**src/rtl/paddle_pkg.sv**
```systemverilog
package paddle_pkg;
  localparam int N_CH = 4;

  typedef enum logic [1:0] {
    PH_IDLE   = 2'd0,
    PH_SETTLE = 2'd1,
    PH_CHARGE = 2'd2
  } phase_e;
endpackage

```
**src/rtl/paddle_sync.sv**
```systemverilog
module paddle_sync #(
  parameter int W      = 4,
  parameter int STAGES = 2
) (
  input  logic         clk_i,
  input  logic         rst_ni,
  input  logic [W-1:0] d_i,
  output logic [W-1:0] q_o
);
  logic [W-1:0] stage_q [STAGES];

  always_ff @(posedge clk_i or negedge rst_ni) begin
    if (!rst_ni) begin
      for (int s = 0; s < STAGES; s++) stage_q[s] <= '0;
    end else begin
      stage_q[0] <= d_i;
      for (int s = 1; s < STAGES; s++) stage_q[s] <= stage_q[s-1];
    end
  end

  assign q_o = stage_q[STAGES-1];
endmodule

```
**src/rtl/paddle_settle.sv**
```systemverilog
module paddle_settle
  import paddle_pkg::*;
#(
  parameter int SETTLE_LINES = 7
) (
  input  logic clk_i,
  input  logic rst_ni,
  input  logic start_i,
  input  logic line_i,
  output logic discharge_o,
  output logic charge_o
);
  localparam int LW = $clog2(SETTLE_LINES + 1);
  localparam logic [LW-1:0] LAST = LW'(SETTLE_LINES - 1);

  phase_e        phase_q;
  logic [LW-1:0] lines_q;

  always_ff @(posedge clk_i or negedge rst_ni) begin
    if (!rst_ni) begin
      phase_q <= PH_IDLE;
      lines_q <= '0;
    end else if (start_i) begin
      phase_q <= PH_SETTLE;
      lines_q <= '0;
    end else if (line_i && phase_q == PH_SETTLE) begin
      if (lines_q == LAST) begin
        phase_q <= PH_CHARGE;
        lines_q <= '0;
      end else begin
        lines_q <= lines_q + 1'b1;
      end
    end
  end

  assign discharge_o = (phase_q == PH_SETTLE);
  assign charge_o    = (phase_q == PH_CHARGE);
endmodule

```
**src/rtl/paddle_chan.sv**
```systemverilog
module paddle_chan #(
  parameter int CNT_W = 8
) (
  input  logic             clk_i,
  input  logic             rst_ni,
  input  logic             clear_i,
  input  logic             step_i,
  input  logic             above_i,
  output logic [CNT_W-1:0] cnt_o,
  output logic             frozen_o
);
  logic [CNT_W-1:0] cnt_q;
  logic             frozen_q;

  always_ff @(posedge clk_i or negedge rst_ni) begin
    if (!rst_ni) begin
      cnt_q    <= '0;
      frozen_q <= 1'b0;
    end else if (clear_i) begin
      cnt_q    <= '0;
      frozen_q <= 1'b0;
    end else if (step_i && !frozen_q) begin
      if (above_i) frozen_q <= 1'b1;
      else         cnt_q    <= cnt_q + 1'b1;  // free wrap
    end
  end

  assign cnt_o    = cnt_q;
  assign frozen_o = frozen_q;
endmodule

```
**src/rtl/paddle_pos_top.sv**
```systemverilog
module paddle_pos_top
  import paddle_pkg::*;
#(
  parameter int SETTLE_LINES = 7,
  parameter int CNT_W        = 8
) (
  input  logic               clk_i,
  input  logic               rst_ni,
  input  logic               start_i,
  input  logic               line_i,
  input  logic [N_CH-1:0]    above_i,
  output logic               discharge_o,
  output logic [2*CNT_W-1:0] port0_o,
  output logic [2*CNT_W-1:0] port1_o
);
  logic [N_CH-1:0]  above_s;
  logic             charge;
  logic             step;
  logic [CNT_W-1:0] cnt [N_CH];
  logic [N_CH-1:0]  frozen_q;

  paddle_sync #(.W(N_CH), .STAGES(2)) u_sync (
    .clk_i (clk_i),
    .rst_ni(rst_ni),
    .d_i   (above_i),
    .q_o   (above_s)
  );

  paddle_settle #(.SETTLE_LINES(SETTLE_LINES)) u_settle (
    .clk_i      (clk_i),
    .rst_ni     (rst_ni),
    .start_i    (start_i),
    .line_i     (line_i),
    .discharge_o(discharge_o),
    .charge_o   (charge)
  );

  assign step = line_i && charge;

  for (genvar g = 0; g < N_CH; g++) begin : g_ch
    paddle_chan #(.CNT_W(CNT_W)) u_chan (
      .clk_i   (clk_i),
      .rst_ni  (rst_ni),
      .clear_i (start_i),
      .step_i  (step),
      .above_i (above_s[g]),
      .cnt_o   (cnt[g]),
      .frozen_o(frozen_q[g])
    );
  end

  // even channel = horizontal (low byte), odd channel = vertical (high byte)
  assign port0_o = {cnt[1], cnt[0]};
  assign port1_o = {cnt[3], cnt[2]};
endmodule

```
**config.mk**
```make
export PLATFORM = sky130hd
export DESIGN_NAME = paddle_pos_top
export DESIGN_NICKNAME = d
export VERILOG_FILES = /design/src/rtl/paddle_pkg.sv /design/src/rtl/paddle_sync.sv /design/src/rtl/paddle_settle.sv /design/src/rtl/paddle_chan.sv /design/src/rtl/paddle_pos_top.sv
export SDC_FILE = /design/constraint.sdc
export NUM_CORES = 1
export LEC_CHECK = 0
export BUFFER_PORTS_ARGS = -buffer_cell sky130_fd_sc_hd__buf_2
export CORE_MARGIN = 4
export CORE_UTILIZATION = 48
export DETAILED_ROUTE_END_ITERATION = 6
export GPL_TIMING_DRIVEN = 0
export PLACE_DENSITY = 0.7
export SETUP_SLACK_MARGIN = 0.05
export SYNTH_ARGS = -nofsm -noshare
export SYNTH_HDL_FRONTEND = slang
export SYNTH_SLANG_ARGS = --single-unit
```
**constraint.sdc**
```tcl
create_clock -name clk_i -period 3 [get_ports clk_i]
set_input_delay 0.9 -clock clk_i [delete_from_list [all_inputs] [get_ports clk_i]]
set_output_delay 0.9 -clock clk_i [all_outputs]
set_load 0.1 [all_outputs]
```
# --- Word level (Yosys, flattened, before mapping) ---
# Cells that the tools add are included.
# W data, S select, Z words.
word_totals:
  out_inout_bits: 33
  in_bits: 8
  wordCells: 83
  regBits: 49
classes:
  n_eq_ne: 7
  muxes: 30
  n_addsub: 5
  n_reduce_logical: 29
ops:
  columns: ["cell", "count"]
  rows:
  - ["$mux W8", 12]
  - ["$add A8 B1 Y8 const B", 4]
  - ["$reduce_bool A2 Y1", 10]
  - ["$reduce_and A2 Y1", 9]
  - ["$mux W1", 12]
  - ["$mux W3", 3]
  - ["$ne A2 B2 Y1 const B", 4]
  - ["$logic_and A1 B1 Y1", 6]
  - ["$mux W2", 3]
  - ["$logic_not A1 Y1", 4]
  - ["$add A3 B1 Y3 const B", 1]
  - ["$eq A3 B3 Y1 const B", 1]
  - ["$eq A2 B1 Y1 const B", 1]
  - ["$eq A2 B2 Y1 const B", 1]

# --- Logic depth before layout (Yosys ltp) ---
logic_depth:
  ltp_word: 5
  ltp_mapped: 6
  ltp_nobuf: 5

# --- Hierarchy ---
# A second synthesis with hierarchy kept.
hier_totals:
  hier_cells: 209
  area_unflattened_um2: 2293.4
by_module_without_submodules:
  columns: ["mod", "area_each_um2", "seq_area_each_um2", "cells_each", "n_inst"]
  rows:
  - ["paddle_chan", 452.9, 225.2, 43, 4]
  - ["paddle_settle", 245.2, 125.1, 24, 1]
  - ["paddle_sync", 230.2, 200.2, 12, 1]
  - ["paddle_pos_top", 6.3, 0.0, 1, 1]

# --- Worst setup path before layout ---
# OpenSTA, ideal clock, no wires.
synth_path:
  kind: "register to output"
  startpoint: "register u_settle.phase_q[1]"
  endpoint: "output discharge_o"
  t_arrival_ps: 1777
  stages_incl_launch_ff: 2
  required_time_ps: 2100
  path_slack_ps: 323
  cell_sequence: "dfrtp_1 nor2b_1"
synth_between:
  elab_chain_cells: 1
synth_rtl:
  columns: ["element", "line", "source"]
  rows:
  - ["start: declaration", "paddle_settle.sv:16", "phase_e phase_q;"]
  - ["start signal: assignment", "paddle_settle.sv:21", "phase_q <= PH_IDLE;"]
  - ["start signal: assignment", "paddle_settle.sv:24", "phase_q <= PH_SETTLE;"]
  - ["start signal: assignment", "paddle_settle.sv:28", "phase_q <= PH_CHARGE;"]
  - ["$eq A2 B1 Y1", "paddle_settle.sv:36", "assign discharge_o = (phase_q == PH_SETTLE);"]
  - ["end: declaration", "paddle_pos_top.sv:12", "output logic discharge_o,"]
# No other way between the ends.

# --- Worst setup path after layout ---
# Ends and elaborated chain as after synthesis.

==> results list <==
- Setup TNS Final: 0 ps
- After detailed routing, the number of remaining DRC violations is 0.
* Required time of the critical path: 2100 ps
- Across every metal layer, demand over resource in global routing totals 17.0%.
- In this run the core area contains 24 standard-cell rows.
- Placed wire-length estimate after detailed placement: 3150 um
* Synthesis-to-finish area growth: 16.8%
- Count of input and output buffers: 39
- The library cells used most frequently in the layout, excluding fill and tap cells, are 49 x dfrtp_1, 41 x buf_2, 36 x nor2_1.
- Fraction of the mapped netlist area in adder cells: ~2.2%
- Net switching power: 0.000261 W
- At the pin with the least slew margin, the transition time is about 1100 ps.
* Clk pwr share: 39.9%
- Synthesis instantiated 38 different standard cells from the library.
- Max-slew violation count: 0
- Clock tree synthesis found a total of 49 sinks.
- Power spread over the standard cell area amounts to approximately 460 mW/mm2.
* Signal arrival time at the worst endpoint: 1300 ps
- Starting Density: 50.5%
- Standard cell with the maximum stage delay on the critical path: dfrtp_1
- The clock reaches the later pin of the worst-skew pair after 300 ps.
* Most frequent standard cell in the layout excluding fill and tap cells: dfrtp_1
- Hold repair after CTS inserted 0 buffers.
* Top FF cell, synth: dfrtp_1
- The H-tree was split into 2 levels.
* Root buffer cell: clkbuf_8
- The worst path in the final design needs a cycle of approximately 2200 ps, including I/O delays and setup.
- Wire length of the first global-routing pass: approximately 8200 um
- Core Util, Final: between 50 and 60%
- For this block, the initial DRC count from the detailed router was 66.
- Final critical-path share of the clock period: 73.5%
* Cell Area, Synth: ~0.0022 mm2
- TritonCTS built the clock tree.
* Slowest stage delay, CP: 460 ps
* Count of synthesis-stage warnings from yosys: 0
- Routing usage on met1: 21.4%
- Synth Area in Simple Gates: 25.4%
- Internal power comes to 0.000928 W.
* NumNets Final: 270
- Parity-gate share of the synthesized area counting xor and xnor cells: between 10% and 20%
* Antenna violations before repair: 0
- Delay-heaviest family, CP: flip-flops
- Number of global-route vias before repair: 1741
* Biggest area consumer among synthesized cells: dfrtp_1
- Critical-path maximum fanout: 6
- Including well taps, the total number of placed cells is 303.
* Class of the tightest hold or removal check: register to register
- Met2 global-route usage: 28.9%
- The clock arrives with just under 8 ps of skew.
* Horiz. Die Dim: 76.2 um
- Combinational group share of total power: about 3.4%
* Cts repair resizes: 0
* Part of the total power dissipated in sequential elements: 56.7%
- The routed design has 4450 um of wire.
- Maximum root-to-sink buffer count: 2
- The number of antenna diodes in the final layout is 0.
- Setup violations remaining at the end of the flow were counted as 0.
- Together, buffers and inverters on the worst path number 1.
- The analysis attributes to cell leakage a power of 1.27 nW.
- Startpoint class of the critical path: register
* RSZ-0062 raised after global routing: no
* Cell count after synthesis: between 200 and 250
- The congestion estimate from routability-driven global placement came to 0.783.
- The setup path with the least slack is of type register to output pin.
* Async set-reset flop share out of synthesis: 100%
* Net count of the mapped netlist: roughly 220
- The worst setup path is captured at an output pin.
- The floorplan step defined a die boundary enclosing 0.00580 mm2.
* Overflow left after global routing: 0
* Std-Cell Core Area: roughly 0.0044 mm2
- Across the run, the number of max-cap violations was 0.
- Yosys reg bits: 49
- The filler cells instantiated in the layout total ~390.
- Pin count of the biggest net entering global routing: 50
- Slew headroom: 29.8%
- The post-route netlist has 22.8% of its cells at a drive strength greater than 1.
- After synthesis, the share of cell area in mux cells is 1.12%.
- Via count: 1638
- Series of cell instances along the critical path: nor2b_1 > buf_2
- Share of synthesized area occupied by flip-flops and latches: between 50% and 60%
- In this run, CTS created clock tree buffers numbering 5.
- Clock-pin slew on the worst setup and hold paths: 90 ps
- Share of the synthesized area in compound gates (AO/OA/AOI/OAI): between 3 and 4%
- Global routing used under 10% of the available met3 tracks.
* Largest voltage drop on the vdd net: 0.256 mV
- Switching part of the total power: 22.0%
- The number of setup buffers added after CTS is 0.
- EDFF count, synth: 0
- The hold violation total from the final report is 0.
* DR WL/cell: about 14 um
- For this run, the top clock speed supported by timing is 454 MHz.
- Number of I/O pins: 41
- Router iterations before antenna repair: 5
* Die extent in y: 76.2 um
- A synthesized cell averages approximately 11 um2.
- Ranked by total cell area, the synthesized netlist is headed by dfrtp_1 55%, xor2_1 6.7%, nor2_1 6.1%.
- The global routing stage identified its most utilized layer as met2.
- The flow ran to the end, and the final reports show no timing, DRC or antenna violations.
- Post-route ant nets: 0
* Per-cell via count in the routed design: 5.27
- Main combinational cell family by area after synthesis: simple AND/OR/NAND/NOR gates
* Portion of synthesized cell area occupied by the leading cell type: 55.0%
- Number of standard cells in the final layout excluding fillers: just over 300
final cells by class:
cell class | count | area [um2] | share of cell area [%]
sequential | 49 | 1230 | 47.0
multi-input combinational | 152 | 951 | 36.5
timing repair buffer | 39 | 195 | 7.49
clock buffer | 5 | 68.8 | 2.64
tap | 52 | 65.1 | 2.50
clock inverter | 3 | 46.3 | 1.78
buffer | 9 | 46.3 | 1.78
inverter | 2 | 7.51 | 0.288
cells in the mapped netlist, types with 2 or more instances:
| cell type | number |
|---|---|
| xor2_1 | 17 |
| xnor2_1 | 9 |
| and2_1 | 2 |
| nor3_1 | 5 |
| and3_1 | 2 |
| dfrtp_1 | 49 |
| o21ai_0 | 2 |
| nand2_1 | 18 |
| nand3_1 | 13 |
| nand4_1 | 6 |
| and3b_1 | 2 |
| nor2_1 | 36 |
| inv_1 | 2 |
| a21oi_1 | 13 |
| buf_2 | 2 |
| nor4_1 | 3 |
| nand4b_1 | 3 |
| ha_1 | 4 |
| clkbuf_1 | 5 |
layer usage:
layer | share of wire, % | vias to the layer above
li1 | - | 808
met1 | 45 | 795
met2 | 50 | 31
met3 | 4.5 | 4
met4 | 0.76 | 0
met5 | 0 | -
worst paths after layout:
kind,end,from,cells past startpoint,slack (ps)
max,discharge_o,u_settle.phase_q[1],2,800
min in group asynchronous,u_sync.q_o[3],rst_ni,1,770
min,u_sync.q_o[2],u_sync.stage_q[6],0,350
max reg2reg,g_ch[3].u_chan.cnt_o[7],g_ch[3].u_chan.frozen_o,4,1360
min reg2reg,u_sync.q_o[2],u_sync.stage_q[6],0,350
max in group asynchronous,g_ch[0].u_chan.cnt_o[3],rst_ni,1,1570
power by group through the flow:
stage	clock network (W)	logic [W]	registers, W
finish	0.000474	0.0000407	0.000674
global route	0.000521	0.0000470	0.000675
CTS	0.000487	0.0000422	0.000674
detailed placement	0	0.0000421	0.000687
global placement	0	0.0000419	0.000686
floorplan	0	0.0000186	0.000685
sequential cells by signal (all words and copies together) (netlist names):
signal,flops
u_sync.q_o,4
g_ch.u_chan.frozen_o,4
u_settle.lines_q,3
u_settle.phase_q,2
u_sync.stage_q,4
g_ch.u_chan.cnt_o,32
kinds of logic after synthesis:
family          count (synthesis)
mux                             2
xor+xnor                       26
fa+ha+maj                       4
flops                          49
buf+inv                        11
simple gates                  104
compound gates                 16
stage by stage:
step	setup WS (ps)	area [um2]	hold slack [ps]	total power [W]
finish	796	2610	354	0.00119
floorplan	323	2230	331	0.000704
global placement	931	2490	334	0.000728
CTS	778	2610	356	0.00120
global route	744	2610	374	0.00124
detailed placement	888	2490	335	0.000729
Power figures use the tool's default switching activity.
